[src/rtl/xcvr_pkg.sv]
package xcvr_pkg;

    // Where one output lane takes its value from.
    typedef enum logic [1:0] {
        SRC_OFF    = 2'd0,
        SRC_LIVE   = 2'd1,
        SRC_STORED = 2'd2,
        SRC_KEPT   = 2'd3
    } path_src_e;

    // Raw per-lane control bundle as seen at the ports.
    typedef struct packed {
        logic cap_ab;
        logic cap_ba;
        logic src_ab;
        logic src_ba;
        logic en_ab;
        logic en_ba_n;
    } lane_ctrl_t;

    // Decoded routing for one lane.
    typedef struct packed {
        path_src_e to_b;
        path_src_e to_a;
        logic      hold;
    } lane_route_t;

    function automatic lane_route_t route_lane(input lane_ctrl_t c);
        lane_route_t r;
        logic        drive_b;
        logic        drive_a;
        drive_b = c.en_ab;
        drive_a = ~c.en_ba_n;
        r.hold  = drive_b & drive_a & ~c.src_ab & ~c.src_ba;
        if (!drive_b)      r.to_b = SRC_OFF;
        else if (r.hold)   r.to_b = SRC_KEPT;
        else if (c.src_ab) r.to_b = SRC_STORED;
        else               r.to_b = SRC_LIVE;
        if (!drive_a)      r.to_a = SRC_OFF;
        else if (r.hold)   r.to_a = SRC_KEPT;
        else if (c.src_ba) r.to_a = SRC_STORED;
        else               r.to_a = SRC_LIVE;
        return r;
    endfunction

endpackage

[src/rtl/xcvr_edge_reg.sv]
module xcvr_edge_reg #(
    parameter int W = 8
) (
    input  logic         clk,
    input  logic         rst,
    input  logic         strobe,
    input  logic [W-1:0] d,
    output logic [W-1:0] q
);

    logic strobe_q;
    logic fire;

    // Rising strobe seen between two clock samples.
    assign fire = strobe & ~strobe_q;

    always_ff @(posedge clk) begin
        strobe_q <= strobe;
        if (rst) begin
            q <= '0;
        end else if (fire) begin
            q <= d;
        end
    end

endmodule

[src/rtl/xcvr_keeper.sv]
module xcvr_keeper #(
    parameter int W = 8
) (
    input  logic         clk,
    input  logic         rst,
    input  logic         freeze,
    input  logic [W-1:0] d,
    output logic [W-1:0] q
);

    always_ff @(posedge clk) begin
        if (rst) begin
            q <= '0;
        end else if (!freeze) begin
            q <= d;
        end
    end

endmodule

[src/rtl/xcvr_path_mux.sv]
module xcvr_path_mux
    import xcvr_pkg::*;
#(
    parameter int W = 8
) (
    input  path_src_e    src,
    input  logic [W-1:0] live,
    input  logic [W-1:0] stored,
    input  logic [W-1:0] kept,
    output logic [W-1:0] y,
    output logic         drv
);

    always_comb begin
        case (src)
            SRC_LIVE:   y = live;
            SRC_STORED: y = stored;
            SRC_KEPT:   y = kept;
            default:    y = '0;
        endcase
    end

    assign drv = (src != SRC_OFF);

endmodule

[src/rtl/xcvr_lane.sv]
module xcvr_lane
    import xcvr_pkg::*;
#(
    parameter int W = 8
) (
    input  logic         clk,
    input  logic         rst,
    input  lane_ctrl_t   ctrl,
    input  logic [W-1:0] a_in,
    input  logic [W-1:0] b_in,
    output logic [W-1:0] a_out,
    output logic         a_drv,
    output logic [W-1:0] b_out,
    output logic         b_drv,
    output logic [W-1:0] ab_q,
    output logic [W-1:0] ba_q,
    output logic         hold
);

    lane_route_t  route;
    logic [W-1:0] a_keep;
    logic [W-1:0] b_keep;

    assign route = route_lane(ctrl);
    assign hold  = route.hold;

    xcvr_edge_reg #(.W(W)) u_reg_ab (
        .clk(clk), .rst(rst), .strobe(ctrl.cap_ab), .d(a_in), .q(ab_q)
    );

    xcvr_edge_reg #(.W(W)) u_reg_ba (
        .clk(clk), .rst(rst), .strobe(ctrl.cap_ba), .d(b_in), .q(ba_q)
    );

    xcvr_keeper #(.W(W)) u_keep_a (
        .clk(clk), .rst(rst), .freeze(route.hold), .d(a_in), .q(a_keep)
    );

    xcvr_keeper #(.W(W)) u_keep_b (
        .clk(clk), .rst(rst), .freeze(route.hold), .d(b_in), .q(b_keep)
    );

    xcvr_path_mux #(.W(W)) u_mux_b (
        .src(route.to_b), .live(a_in), .stored(ab_q), .kept(a_keep),
        .y(b_out), .drv(b_drv)
    );

    xcvr_path_mux #(.W(W)) u_mux_a (
        .src(route.to_a), .live(b_in), .stored(ba_q), .kept(b_keep),
        .y(a_out), .drv(a_drv)
    );

endmodule

[src/rtl/dual_lane_xcvr.sv]
module dual_lane_xcvr
    import xcvr_pkg::*;
#(
    parameter int LANE_W = 8,
    parameter int LANES  = 2,
    localparam int BUS_W = LANE_W * LANES
) (
    input  logic             clk,
    input  logic             rst,
    input  logic [BUS_W-1:0] a_in,
    input  logic [BUS_W-1:0] b_in,
    input  logic [LANES-1:0] cap_ab,
    input  logic [LANES-1:0] cap_ba,
    input  logic [LANES-1:0] src_ab,
    input  logic [LANES-1:0] src_ba,
    input  logic [LANES-1:0] en_ab,
    input  logic [LANES-1:0] en_ba_n,
    output logic [BUS_W-1:0] a_out,
    output logic [LANES-1:0] a_drv,
    output logic [BUS_W-1:0] b_out,
    output logic [LANES-1:0] b_drv
);

    logic [BUS_W-1:0] ab_store;
    logic [BUS_W-1:0] ba_store;
    logic [LANES-1:0] lane_hold;

    for (genvar g = 0; g < LANES; g++) begin : g_lane
        localparam int LO = g * LANE_W;
        lane_ctrl_t ctrl;

        assign ctrl = '{cap_ab:  cap_ab[g],
                        cap_ba:  cap_ba[g],
                        src_ab:  src_ab[g],
                        src_ba:  src_ba[g],
                        en_ab:   en_ab[g],
                        en_ba_n: en_ba_n[g]};

        xcvr_lane #(.W(LANE_W)) u_lane (
            .clk   (clk),
            .rst   (rst),
            .ctrl  (ctrl),
            .a_in  (a_in[LO +: LANE_W]),
            .b_in  (b_in[LO +: LANE_W]),
            .a_out (a_out[LO +: LANE_W]),
            .a_drv (a_drv[g]),
            .b_out (b_out[LO +: LANE_W]),
            .b_drv (b_drv[g]),
            .ab_q  (ab_store[LO +: LANE_W]),
            .ba_q  (ba_store[LO +: LANE_W]),
            .hold  (lane_hold[g])
        );
    end

endmodule

[config.mk]
export PLATFORM = sky130hd
export DESIGN_NAME = dual_lane_xcvr
export DESIGN_NICKNAME = d
export VERILOG_FILES = /design/src/rtl/xcvr_pkg.sv /design/src/rtl/xcvr_edge_reg.sv /design/src/rtl/xcvr_keeper.sv /design/src/rtl/xcvr_path_mux.sv /design/src/rtl/xcvr_lane.sv /design/src/rtl/dual_lane_xcvr.sv
export SDC_FILE = /design/constraint.sdc
export NUM_CORES = 1
export LEC_CHECK = 0
export BUFFER_PORTS_ARGS = -buffer_cell sky130_fd_sc_hd__clkbuf_2
export CORE_UTILIZATION = 43
export DETAILED_ROUTE_END_ITERATION = 7
export GPL_TIMING_DRIVEN = 0
export PLACE_DENSITY = 0.69
export SYNTH_ARGS = -nofsm -noshare
export SYNTH_HDL_FRONTEND = slang
export SYNTH_SLANG_ARGS = --single-unit
[constraint.sdc]
create_clock -name clk -period 1.9 [get_ports clk]
set_clock_uncertainty 0.05 [all_clocks]
set_input_delay 0.285 -clock clk [delete_from_list [all_inputs] [get_ports clk]]
set_output_delay 0.285 -clock clk [all_outputs]
set_load 0.1 [all_outputs]
==> results.txt <==
----------------------------------------------------
[Clock network]
  Clock sink count ... 68
  Clock Latency Late Sink ... 0.34 ns
  Largest buffer count on any clock path ... 2
  Clock slew seen by the registers of the worst setup and hold paths ... 0.07 ns
  Clock tree from TritonCTS ... done
  Cts bufs inserted ... 9
  Deepest level of the CTS H-tree ... 3
  Clock root buffer ... sky130_fd_sc_hd__clkbuf_8

[GRT]
  Antenna violations before repair ... 0
  Total congestion overflow after global routing ... 0
  Total global-route track usage ... 0.212
  Maximum number of pins on one net before global-route repair ... 11
  Via count of the first global-routing pass ... 2806
  First-pass GRT wire length ... 12700 microns

[Yosys]
  Top post-synthesis cells by area ... sky130_fd_sc_hd__dfxtp_1, sky130_fd_sc_hd__mux2i_1, sky130_fd_sc_hd__nand2_1
  Most common cell in the netlist ... sky130_fd_sc_hd__nand2_1
  Number of unique standard cell types used by synthesis ... 26
  Async set or reset register ratio after synthesis ... 0
  Synth warn ... 0
  Sequential share of the synthesized area ... 0.418
  Most common flop cell mapped by yosys ... sky130_fd_sc_hd__dfxtp_1
  Instance count of the mapped netlist ... 385
  Top cell type by total area after synthesis ... sky130_fd_sc_hd__dfxtp_1
  Most numerous cell types in the synthesized netlist ... sky130_fd_sc_hd__nand2_1, sky130_fd_sc_hd__dfxtp_1, sky130_fd_sc_hd__a21oi_1
  Area share of the largest cell type after synthesis ... 0.418
  Total standard cell area after synthesis ... 3260 sq um
  Post-synth EDFFs ... 0
  Post-synthesis sequential element count ... 68
  Post-Syn Nets ... 431
  Synthesized area per cell ... 8.46 sq um

[Worst setup path]
  Cell-by-cell trace of the critical path ... clkbuf_2 > buf_2 > nor2_4 > buf_12 > mux2i_1 > a21oi_4 > clkbuf_4
  Critical Path Source Type ... input pin
  Crit path max fanout ... 10
  Data arrival time of the worst path ... 1.55 ns
  Worst endpoint required time ... 1.56 ns
  CP max stage delay ... 0.29 ns
  Delay-heaviest family, CP ... buffers and inverters
  Setup Crit Path Kind ... in2out
  Nature of the critical path endpoint ... output pin
  Crit path buffers/inverters ... 4
  Cell type of the slowest stage on the worst timing path ... sky130_fd_sc_hd__mux2i_1

[Layout]
  Number of inserted filler cells in the final layout ... 675
  N_diodes ... 0
  Layout area overhead ... 35.2%
  Design area ... 4400 sq um
  Nets ... 527
  Post-layout instance count excluding filler cells ... 584
  Footprint of the flip-flops and latches ... 1360 sq um
  Area occupied by multi-input gates ... 1860 sq um
  Ratio of cells with drive above 1 in the final layout ... 0.361
  End-of-flow core utilization ... 0.604

[Detailed routing]
  Vias per cell ... 5.02
  Wirelength, routed ... 7920 microns
  Vias post-DR ... 2930
  Number of design-rule violations left by the first detailed-router iteration ... 72
  Per-cell routed wire length ... 13.6 microns
  Remaining number of nets flagged by the antenna check after routing ... 0
  First-pass detailed-route iteration total ... 4
  DRC ... 0

[STA]
  Slew of the pin with the lowest slew margin ... 0.650 ns
  Final-report hold violation count ... 0
  FMAX ... 530 MHz
  Total of endpoints with negative setup slack in the final report ... 0
  Final setup margin ... 0.0145 ns
  Number of max-slew violations in the final report ... 0
  Min Tclk post-route ... 1.89 ns
  Relative slew slack ... 0.567
  Summed negative setup slack over all endpoints ... 0 ns
  Final cycle utilization of the critical path ... 0.992
  Worst hold slack across all endpoints ... 0.0180 ns
  Setup repair after global routing missed its margin ... true

[Placement]
  Post-detail-place hpwl ... 5520 microns
  Setup Slack @ Placement ... -0.369 ns
  Number of input and output port buffers inserted ... 79
  Placed Instance Area ... 3980 sq um
  Routability-driven placement congestion ratio ... 0.777
  Placed Cells ... 563

[Hold path]
  Type of the tightest min-delay check ... in2reg

[Pwr]
  Internal power consumption ... 2.39 mW
  Leakage power summed over all cells ... 1.86 nW
  Switching power summed over all nets ... 1.21 mW
  Power density over the cells ... 818 nW/um^2
  Overall Power ... 3.60 mW
  IR Drop Worst-Case VDD ... 0.478 mV
  Combinational fraction of design power ... 0.258
  Relative contribution of the clock network to total power ... 0.315
  Switching share of total power ... 0.336
  Portion of total power attributed to sequential cells ... 0.427

[Floorplan]
  Die outline width ... 89.0 microns
  Placement Rows ... 31
  Number of primary I/O pins ... 82
  Placeable core region ... 7290 sq um
  Height of the die ... 89.0 microns
  Area of the die ... 7920 sq um
  Starting Density ... 0.446

[Status]
  Outcome ... finished clean

[Job]
  Total of max-cap violations ... 0

----------------------------------------------------
[layout by cell type, fill, tap and decap left out, types with 4 or more instances in the layout]
cell / synthesis / layout
sky130_fd_sc_hd__o21a_1: 8 / 8
sky130_fd_sc_hd__a21oi_4: 0 / 16
sky130_fd_sc_hd__mux2i_1: 40 / 38
sky130_fd_sc_hd__clkbuf_8: 0 / 20
sky130_fd_sc_hd__buf_2: 7 / 7
sky130_fd_sc_hd__dfxtp_1: 68 / 68
sky130_fd_sc_hd__buf_4: 6 / 18
sky130_fd_sc_hd__mux2_1: 5 / 5
sky130_fd_sc_hd__clkbuf_2: 0 / 52
sky130_fd_sc_hd__inv_1: 12 / 12
sky130_fd_sc_hd__nor2b_1: 4 / 4
sky130_fd_sc_hd__nor2_1: 24 / 24
sky130_fd_sc_hd__buf_6: 4 / 7
sky130_fd_sc_hd__clkbuf_1: 15 / 12
sky130_fd_sc_hd__a21oi_1: 54 / 38
sky130_fd_sc_hd__nand2_1: 78 / 70
sky130_fd_sc_hd__a21oi_2: 10 / 10
sky130_fd_sc_hd__o21ai_0: 16 / 16
sky130_fd_sc_hd__clkbuf_4: 0 / 11
sky130_fd_sc_hd__nand2_2: 10 / 18
sky130_fd_sc_hd__a32oi_1: 8 / 8
[power by group through the flow]
stage	combinational [mW]	sequential, mW	clock, mW
2_1_floorplan	0.693	1.56	0
3_3_place_gp	0.860	1.56	0
3_5_place_dp	0.870	1.57	0
4_1_cts	0.923	1.54	1.16
5_1_grt	0.981	1.54	1.21
6_report	0.927	1.54	1.13
[worst reg2reg max path: cells and delay by family, from the launching register on]
family        cells  cell delay, ns
flops             1            0.30
simple gates      2            0.15
mux               1            0.23
buf+inv           1            0.27
[routing by layer]
metal / GRT usage / vias up / wire (microns)
li1: - / 1482 / -
met1: 0.251 / 1369 / 3600
met2: 0.382 / 69 / 3870
met3: 0.0360 / 10 / 330
met4: 0.0851 / 0 / 121
met5: 0 / - / 0
[sequential cells by signal (all words and copies together) (netlist names)]
| register | count |
|---|---|
| g_lane.u_lane.u_reg_ba.strobe_q | 2 |
| g_lane.u_lane.u_keep_b.q | 16 |
| g_lane.u_lane.u_reg_ba.q | 16 |
| g_lane.u_lane.u_keep_a.q | 16 |
| g_lane.u_lane.u_reg_ab.strobe_q | 2 |
| g_lane.u_lane.u_reg_ab.q | 16 |
[worst paths after layout]
| path | startpoint | to | slack (ns) | depth (start not counted) |
|---|---|---|---|---|
| worst min register to register | g_lane[1].u_lane.u_reg_ab.q[4]$_SDFFE_PP0P_ | g_lane[1].u_lane.u_reg_ab.q[4]$_SDFFE_PP0P_ | 0.40 | 2 |
| worst min-delay path | cap_ab[1] | g_lane[1].u_lane.u_reg_ab.strobe_q$_DFF_P_ | 0.02 | 1 |
| worst max-delay path | en_ba_n[1] | b_out[15] | 0.01 | 7 |
| worst max register to register | g_lane[1].u_lane.u_reg_ba.strobe_q$_DFF_P_ | g_lane[1].u_lane.u_reg_ba.q[5]$_SDFFE_PP0P_ | 0.78 | 4 |
[logic make-up (layout without fill, tap and decap cells)]
group,count (synthesis),in the layout,share of synthesized area
compound gates,96,96,0.174
flops,68,68,0.418
mux,48,48,0.151
simple gates,126,126,0.179
buf+inv,47,147,0.0780
[what timing repair did]
action                                  CTS  global route
hold buffers                              3             0
gates resized for setup                  38            21
endpoints found under the setup margin   32            24
buffers inserted                          5             0
endpoints found under the hold margin     3             0
pin swaps                                 3             0
[layout make-up]
| class | count | area share |
|---|---|---|
| timing repair buffer | 87 | 0.135 |
| sequential | 68 | 0.309 |
| clock inverter | 1 | 0.00114 |
| buffer | 33 | 0.0517 |
| clock buffer | 14 | 0.0415 |
| inverter | 12 | 0.0102 |
| tap | 99 | 0.0281 |
| multi-input combinational | 270 | 0.423 |
No activity file was read; power rests on OpenSTA's default activity.
